$ cat src/rtl/pkt_rx_pkg.sv
package pkt_rx_pkg;

  localparam logic [3:0] OFF_DATA = 4'h0;
  localparam logic [3:0] OFF_META = 4'h4;
  localparam logic [3:0] OFF_LEN  = 4'h8;

  typedef struct packed {
    logic [31:0] data;
    logic [3:0]  keep;
    logic        last;
    logic [7:0]  dst;
    logic [7:0]  src;
  } beat_t;

  // Number of bytes a beat contributes.
  function automatic logic [2:0] keep_bytes(input logic [3:0] k);
    return 3'(k[0]) + 3'(k[1]) + 3'(k[2]) + 3'(k[3]);
  endfunction

  // Lane 0 moves to the most significant byte.
  function automatic logic [31:0] to_big_endian(input logic [31:0] w);
    return {w[7:0], w[15:8], w[23:16], w[31:24]};
  endfunction

  function automatic logic [31:0] pack_meta(input beat_t b);
    return {b.dst, b.src, 8'h00, b.last, 3'b000, b.keep};
  endfunction

endpackage

$ cat src/rtl/pkt_rx_lenq.sv
module pkt_rx_lenq #(
  parameter int DEPTH = 16,
  parameter int W     = 16
) (
  input  logic         clk,
  input  logic         rst_n,
  input  logic         push,
  input  logic [W-1:0] din,
  input  logic         pop,
  output logic [W-1:0] dout
);
  localparam int AW = $clog2(DEPTH);

  logic [W-1:0]  mem [DEPTH];
  logic [AW-1:0] wr_q, rd_q;

  always_ff @(posedge clk) begin
    if (!rst_n) begin
      wr_q <= '0;
      rd_q <= '0;
    end else begin
      if (push) wr_q <= wr_q + 1'b1;
      if (pop)  rd_q <= rd_q + 1'b1;
    end
  end

  always_ff @(posedge clk) begin
    if (push) mem[wr_q] <= din;
  end

  assign dout = mem[rd_q];
endmodule

$ cat src/rtl/pkt_rx_store.sv
module pkt_rx_store
  import pkt_rx_pkg::*;
#(
  parameter int DEPTH = 16,
  parameter int LEN_W = 16
) (
  input  logic             clk,
  input  logic             rst_n,
  input  logic             in_valid,
  output logic             in_ready,
  input  beat_t            in_beat,
  output logic             commit,
  output logic [LEN_W-1:0] commit_len,
  output logic             drop_evt,
  output logic             dropping,
  output logic             full,
  input  logic             pop,
  output beat_t            head,
  output logic             avail
);
  localparam int AW = $clog2(DEPTH);
  localparam logic [AW:0] CAP = (AW+1)'(DEPTH);

  beat_t            mem [DEPTH];
  logic [AW:0]      wr_ptr, cmt_ptr, rd_ptr;
  logic [LEN_W-1:0] len_acc;
  logic             accept, over, wr_fire;
  logic [AW:0]      used, pending;

  assign used     = wr_ptr - rd_ptr;
  assign pending  = wr_ptr - cmt_ptr;
  assign full     = (used == CAP);
  // The open packet alone fills the ring: it can never complete.
  assign over     = full && (pending == CAP);
  assign in_ready = dropping || !full || over;
  assign accept   = in_valid && in_ready;
  assign wr_fire  = accept && !over && !dropping;
  assign drop_evt = accept && over;

  assign commit     = wr_fire && in_beat.last;
  assign commit_len = len_acc + LEN_W'(keep_bytes(in_beat.keep));

  assign avail = (rd_ptr != cmt_ptr);
  assign head  = mem[rd_ptr[AW-1:0]];

  always_ff @(posedge clk) begin
    if (!rst_n) begin
      wr_ptr   <= '0;
      cmt_ptr  <= '0;
      rd_ptr   <= '0;
      len_acc  <= '0;
      dropping <= 1'b0;
    end else begin
      if (pop && avail) rd_ptr <= rd_ptr + 1'b1;
      if (drop_evt) begin
        wr_ptr   <= cmt_ptr;
        len_acc  <= '0;
        dropping <= !in_beat.last;
      end else if (accept && dropping) begin
        if (in_beat.last) dropping <= 1'b0;
      end else if (wr_fire) begin
        wr_ptr <= wr_ptr + 1'b1;
        if (in_beat.last) begin
          cmt_ptr <= wr_ptr + 1'b1;
          len_acc <= '0;
        end else begin
          len_acc <= commit_len;
        end
      end
    end
  end

  always_ff @(posedge clk) begin
    if (wr_fire) mem[wr_ptr[AW-1:0]] <= in_beat;
  end
endmodule

$ cat src/rtl/pkt_rx_window.sv
module pkt_rx_window
  import pkt_rx_pkg::*;
#(
  parameter int DEPTH  = 16,
  parameter int LEN_W  = 16,
  parameter int DROP_W = 8
) (
  input  logic              clk,
  input  logic              rst_n,
  input  logic              s_tvalid,
  output logic              s_tready,
  input  logic [31:0]       s_tdata,
  input  logic [3:0]        s_tkeep,
  input  logic              s_tlast,
  input  logic [15:0]       s_tuser,
  input  logic              rd_en,
  input  logic [3:0]        rd_addr,
  output logic [31:0]       rd_data,
  output logic [DROP_W-1:0] drop_count
);
  beat_t            in_beat, head_beat;
  logic             commit, drop_evt, dropping, buf_full, head_valid;
  logic [LEN_W-1:0] commit_len, len_head;
  logic             head_first, pop_fire, last_pop;

  assign in_beat = '{data: s_tdata, keep: s_tkeep, last: s_tlast,
                     dst: s_tuser[15:8], src: s_tuser[7:0]};

  assign pop_fire = rd_en && (rd_addr == OFF_DATA) && head_valid;
  assign last_pop = pop_fire && head_beat.last;

  pkt_rx_store #(.DEPTH(DEPTH), .LEN_W(LEN_W)) u_store (
    .clk, .rst_n,
    .in_valid(s_tvalid), .in_ready(s_tready), .in_beat,
    .commit, .commit_len, .drop_evt, .dropping, .full(buf_full),
    .pop(pop_fire), .head(head_beat), .avail(head_valid)
  );

  pkt_rx_lenq #(.DEPTH(DEPTH), .W(LEN_W)) u_lenq (
    .clk, .rst_n, .push(commit), .din(commit_len),
    .pop(last_pop), .dout(len_head)
  );

  always_ff @(posedge clk) begin
    if (!rst_n) begin
      head_first <= 1'b1;
      drop_count <= '0;
      rd_data    <= '0;
    end else begin
      if (pop_fire) head_first <= head_beat.last;
      if (drop_evt && (drop_count != '1)) drop_count <= drop_count + 1'b1;
      if (rd_en) begin
        unique case (rd_addr)
          OFF_DATA: rd_data <= head_valid ? to_big_endian(head_beat.data) : '0;
          OFF_META: rd_data <= head_valid ? pack_meta(head_beat) : '0;
          OFF_LEN:  rd_data <= (head_valid && head_first) ? 32'(len_head) : '0;
          default:  rd_data <= '0;
        endcase
      end
    end
  end
endmodule

$ cat config.mk
export PLATFORM = sky130hd
export DESIGN_NAME = pkt_rx_window
export DESIGN_NICKNAME = d
export VERILOG_FILES = /design/src/rtl/pkt_rx_pkg.sv /design/src/rtl/pkt_rx_lenq.sv /design/src/rtl/pkt_rx_store.sv /design/src/rtl/pkt_rx_window.sv
export SDC_FILE = /design/constraint.sdc
export NUM_CORES = 1
export LEC_CHECK = 0
export BUFFER_PORTS_ARGS = -buffer_cell sky130_fd_sc_hd__buf_2
export CORE_UTILIZATION = 50
export CTS_CLUSTER_DIAMETER = 100
export DETAILED_ROUTE_END_ITERATION = 8
export HOLD_SLACK_MARGIN = 0.02
export PLACE_DENSITY = 0.71
export SLEW_MARGIN = 25
export SYNTH_ARGS = -nofsm -noshare
export SYNTH_HDL_FRONTEND = slang
export SYNTH_SLANG_ARGS = --single-unit
$ cat constraint.sdc
create_clock -name clk -period 8.2 [get_ports clk]
set_input_delay 1.64 -clock clk [delete_from_list [all_inputs] [get_ports clk]]
set_output_delay 1.64 -clock clk [all_outputs]
set_load 0.01 [all_outputs]
======== Word-level counts from Yosys, hierarchy flattened ========
Memory sizes are Yosys's and may differ from the RTL's. A register that Yosys moved wholly into a read port is not among the register bits.
Index checks and enable logic that the tools add are counted.
cells by class
  reductions and logical operators ........ 28
  bitwise gates (word level) .............. 3
  add/sub/neg operators ................... 11
  eq/ne operators ......................... 7
  muxes and demuxes ....................... 19
operator list
  cell                                            count
  one-hot mux 32 bit (3 select lines)             1
  two-way mux 32 bit                              2
  two-way mux 16 bit                              2
  adder 16 x 3 -> 16 bit                          1
  two-way mux 4 bit                               4
  two-way mux 5 bit                               3
  logical AND 1 bit                               13
  adder 5 x 1 -> 5 bit (second input constant)    2
  == test 5 bit (second input constant)           2
  subtractor 5 bit                                2
  adder 4 x 1 -> 4 bit (second input constant)    2
  adder 8 x 1 -> 8 bit (second input constant)    1
  inequality test 8 bit (second input constant)   1
  two-way mux 1 bit                               7
  adder 3 x 1 -> 3 bit                            2
  AND reduction 2 bit                             3
  nonzero test 2 bit                              3
  inequality test 5 bit                           1
  == test 4 x 3 -> 1 bit (second input constant)  1
  == test 4 bit (second input constant)           1
  logical NOT 1 bit                               4
  logical NOT 4 bit                               1
  AND reduction 4 bit                             1
  inverter 1 bit                                  3
  4 further kinds                                 5
word-level totals
  RAM bits ................................ 1,104
  word-level logic and storage cells ...... 80
  bits in registers ....................... 81
  output and inout bits ................... 41
  input port bits ......................... 61
  memories ................................ 2
memory list
  name         depth  width  read ports  clocked after Yosys merged registers in  wr ports  line                text
  u_store.mem  16     53     1           1                                        1         pkt_rx_store.sv:24  beat_t mem [DEPTH];
  u_lenq.mem   16     16     1           1                                        1         pkt_rx_lenq.sv:14   logic [W-1:0] mem [DEPTH];

======== Longest topological paths before layout ========
  word-level depth ........................ 11
  depth in mapped cells ................... 13
  gate-level depth less buffers ........... 13

======== Modules after synthesis ========
Synthesis repeated with hierarchy kept, for this count alone.
second synthesis, totals
  cell total of the unflattened synthesis .. 2,151
  area total of the unflattened synthesis .. 46,535.9 sq um
by module, submodules not included
  module         area each (sq um)  seq. area each (sq um)  times used  cells each
  pkt_rx_store   34,234.1           26,185.1                1           1,477
  pkt_rx_lenq    10,289.9           7,927.6                 1           455
  pkt_rx_window  2,011.9            820.8                   1           219

======== Least setup slack after synthesis ========
OpenSTA, ideal clock, no wires.
  path type ............................... input to register
  start ................................... input port s_tvalid
  end ..................................... memory u_store.mem[1][0] (netlist name) (enable)
  stages on the path ...................... 6
  setup time .............................. 0.529 ns
  slack ................................... 1.607 ns
  arrival time ............................ 6.064 ns
  path buffers ............................ 2
  required time ........................... 7.671 ns
  path through ............................ nand2_1 -> clkbuf_1 -> nor2_1 -> clkbuf_1 -> nand2_1 -> nor3_1
between the ends
  cells in the longest elaborated chain, start to end .. 5
RTL lines
  item                                     line                 text
  start: declaration                       pkt_rx_window.sv:10  input logic s_tvalid,
  logical AND 1 bit                        pkt_rx_store.sv:36   assign accept = in_valid && in_ready;
  logical AND 1 bit (2 in a row)           pkt_rx_store.sv:37   assign wr_fire = accept && !over && !dropping;
  two-way mux 1 bit                        pkt_rx_store.sv:74   if (wr_fire) mem[wr_ptr[AW-1:0]] <= in_beat;
  two-way mux 1 bit (not written as such)  pkt_rx_store.sv:74
  end: declaration                         pkt_rx_store.sv:24
Every way passes these cells.

======== Final worst setup path ========
  start ................................... register u_store.wr_ptr[2]
  end ..................................... memory u_store.mem[10][38] (netlist name) (enable)
between the ends
  cells in the longest elaborated chain, start to end .. 10
  elaborated cells on any way between the ends .. 14
  those cells by class .................... 2 x add/sub; 2 x eq/ne; 2 x mux; 8 x reduce/logical
RTL lines
  item                                     line                text
  start: declaration                       pkt_rx_store.sv:25  logic [AW:0] wr_ptr, cmt_ptr, rd_ptr;
  start signal: assignment                 pkt_rx_store.sv:56  wr_ptr <= cmt_ptr;
  start signal: assignment                 pkt_rx_store.sv:62  wr_ptr <= wr_ptr + 1'b1;
  subtractor 5 bit                         pkt_rx_store.sv:30  assign used = wr_ptr - rd_ptr;
  == test 5 bit                            pkt_rx_store.sv:32  assign full = (used == CAP);
  logical NOT 1 bit                        pkt_rx_store.sv:35  assign in_ready = dropping || !full || over;
  logical OR 1 bit (2 in a row)            pkt_rx_store.sv:35
  logical AND 1 bit                        pkt_rx_store.sv:36
  logical AND 1 bit (2 in a row)           pkt_rx_store.sv:37
  two-way mux 1 bit                        pkt_rx_store.sv:74
  two-way mux 1 bit (not written as such)  pkt_rx_store.sv:74
Parallel ways exist; a longest one is shown, timed or not.

==> impl_metrics.json <==
{
  "status": "complete, no violations",
  "area_growth_pct": 13.1,
  "vias": 22735,
  "clock_latency_ns": 0.73,
  "postSynthAreaPerCell_um2": 20.6,
  "crit_chain": "ha_1 > a21oi_1 > a211o_1 > a211oi_4 > buf_4 > nor2_1 > nand2_1 > nor2_4 > buf_4",
  "io_pins": 102,
  "hold_path.class": "reg -> reg",
  "multi_input_area_mm2": 0.0110,
  "setup-tns-final_ns": 0,
  "synthTopCellsByArea": "edfxtp_1 72%, mux4_2 14%, dfxtp_1 3.8%, mux2i_1 2.4%, nand2_1 0.69%",
  "fillCellCount": 6532,
  "gr-total-overflow": 0,
  "drv_slew": 0,
  "clk_path_buf_depth": 3,
  "hpwl_mm": 56.5,
  "drc": 0,
  "grt.total_usage": 0.223,
  "finalHoldViolCount": 0,
  "cap_violations": 0,
  "synth_nets": 2338,
  "timing.fmax_mhz": 198,
  "antenna_found_initial": 15,
  "skew_ns": 0.0932,
  "hold_buffers": 0,
  "synth_edf_count": 1104,
  "slowest_delay_ns": 0.91,
  "ys_warn_count": 0,
  "drive_above_1_share": 0.265,
  "fin_nets": 2495,
  "tightest_slew_ns": 1.08,
  "grt_max_degree": 143,
  "fp.coreArea_mm2": 0.0917,
  "syn-cell-area_mm2": 0.0463,
  "startpoint_type": "flop",
  "rows": 111,
  "slew_headroom": 0.282,
  "synth_top_area_cell": "edfxtp_1",
  "routedWlPerCell_um": 28.1,
  "period_minus_slack_ns": 5.05,
  "finalCritPeriodShare": 0.616,
  "p_leak_nw": 16.1,
  "ys_seq_elements": 1193,
  "finalSetupViolCount": 0,
  "synth_cell_type_count": 61,
  "die_w_um": 306,
  "cts_tree": "yes",
  "cp_slowest_cell": "nor2_4",
  "ant_nets": 0,
  "post_cts_buffers": 0,
  "synth-seq-area-share": 0.754,
  "wl_mm": 104,
  "critPathMaxFanout": 28,
  "synthMostInstantiatedCell": "edfxtp_1",
  "critPathRequiredTime_ns": 8.48,
  "max-vdd-ir-drop_v": 0.000182,
  "crit_buf_inv": 2,
  "arrival_ns": 5.34,
  "htree_levels": 3,
  "start_util": 0.505,
  "drtIter0Drc": 2385,
  "crit_type": "reg -> reg",
  "synth_common_cells": "1104 x edfxtp_1, 293 x mux4_2, 109 x mux2i_1",
  "cts_made_buffers": 115,
  "viasPerCell": 6.15,
  "place_congestion": 0.828,
  "grt_pass1_vias": 23572,
  "cts_resized": 0,
  "fp.dieH_um": 306,
  "placed_cells": 3475,
  "grt_setup_unrepaired": "no",
  "synth_top_area_share": 0.716,
  "critical_path.top_delay_family": "simple AND/OR/NAND/NOR gates",
  "grt_first_pass_wirelength_mm": 153,
  "stdcell_count": 3698,
  "power_density_mw_per_mm2": 236,
  "clock-root-buffer": "clkbuf_16",
  "io_buffers": 101,
  "path_clk_slew_ns": 0.06,
  "crit_top_cell": "buf_4",
  "register_area_mm2": 0.0349,
  "drt_first_pass_iters": 5,
  "dieArea_mm2": 0.0939,
  "cts_sinks": 1193,
  "synthCells": 2251,
  "cp-end-kind": "flop",
  "yosys_most_used_dff": "edfxtp_1",
  "postSynth.asyncResetShare": 0
}
==> cell families (layout without fill, tap and decap cells) <==
kind of cell,Yosys count,count (layout),share of synthesized area
other,0,6,0
and+or+nand+nor,278,278,0.0286
xor gates and xnor gates,36,36,0.00710
DFF,1193,1193,0.754
muxes,402,402,0.166
buffers and inverters,147,402,0.0130
AOI/OAI and AO/OA,169,169,0.0239
adders and majority gates,26,26,0.00735
==> path summary, 6_finish.rpt <==
path	to	slack, ns	start	depth (start not counted)
setup / recovery	u_store.mem[10][38]	3.15	u_store.wr_ptr[2]	9
hold / removal	rd_data[16]	0.43	rd_data[16]	2
setup reg to reg	u_store.mem[10][38]	3.15	u_store.wr_ptr[2]	9
hold reg to reg	rd_data[16]	0.43	rd_data[16]	2
==> state kept, by name, indices dropped and copies added (netlist names), named ones only <==
name              flops
head_first            1
u_store.dropping      1
u_lenq.wr_q           4
u_lenq.mem          256
u_store.len_acc      16
rd_data              32
u_store.mem         848
drop_count            8
u_lenq.rd_q           4
u_store.cmt_ptr       5
u_store.wr_ptr        5
u_store.rd_ptr        5
==> power breakdown <==
group / total [mW] / switching, mW / internal, mW / leakage [nW]
combinational: 0.318 / 0.219 / 0.0983 / 3.63
sequential: 6.72 / 0.0202 / 6.70 / 10.6
clock: 5.33 / 2.26 / 3.07 / 1.86
total: 12.4 / 2.50 / 9.86 / 16.1
==> final cells by class <==
class / count / share of cell area
Sequential cell: 1193 / 0.667
Multi-Input combinational cell: 911 / 0.210
Inverter: 31 / 0.00222
Clock buffer: 141 / 0.0576
Antenna cell: 6 / 0.000286
Timing Repair Buffer: 156 / 0.0192
Tap cell: 1186 / 0.0283
Clock inverter: 74 / 0.0153
==> routing by layer <==
metal | wire length, um | vias up | track usage | part of all wire
li1 | - | 9617 | - | -
met1 | 41600 | 12025 | 0.304 | 0.40
met2 | 51200 | 904 | 0.361 | 0.49
met3 | 8020 | 173 | 0.0454 | 0.077
met4 | 2930 | 16 | 0.0763 | 0.028
met5 | 106 | - | 0 | 0.0010
==> cell usage in the layout, fill, tap and decap left out, types with 9 or more instances in the layout <==
master / n
clkbuf_16: 117
o21ai_0: 35
clkbuf_1: 24
nor2b_1: 22
o22ai_1: 44
dfxtp_1: 84
nand2_1: 85
clkinv_1: 21
inv_1: 31
ha_1: 24
xnor2_1: 16
nand3_1: 19
a211oi_1: 14
buf_4: 49
nor3_2: 9
buf_2: 101
mux4_2: 293
nor2_1: 66
a22oi_1: 16
nor2_4: 11
nor3_1: 13
clkinv_2: 23
a21oi_1: 29
bufinv_16: 14
edfxtp_1: 1104
mux2i_1: 109
==> per-stage QoR <==
stage	total power, mW	setup WS [ns]	hold WS [ns]	area (um^2)	util
4_1_cts	12.4	3.11	0.436	52200	0.570
3_5_place_dp	7.16	2.68	0.426	48400	0.528
3_3_place_gp	7.14	2.88	0.422	48400	0.528
5_1_grt	12.7	3.02	0.452	52400	0.572
6_report	12.4	3.15	0.432	52400	0.572
2_1_floorplan	7.01	1.61	0.432	46300	-
==> worst register-to-register path, delay by kind of cell (launching register included) <==
family	cells	cell delay [ns]
compound gates	3	0.51
fa+ha+maj	1	0.41
buf+inv	2	0.82
flops	1	0.80
simple gates	3	2.05
Power figures use the tool's default switching activity.
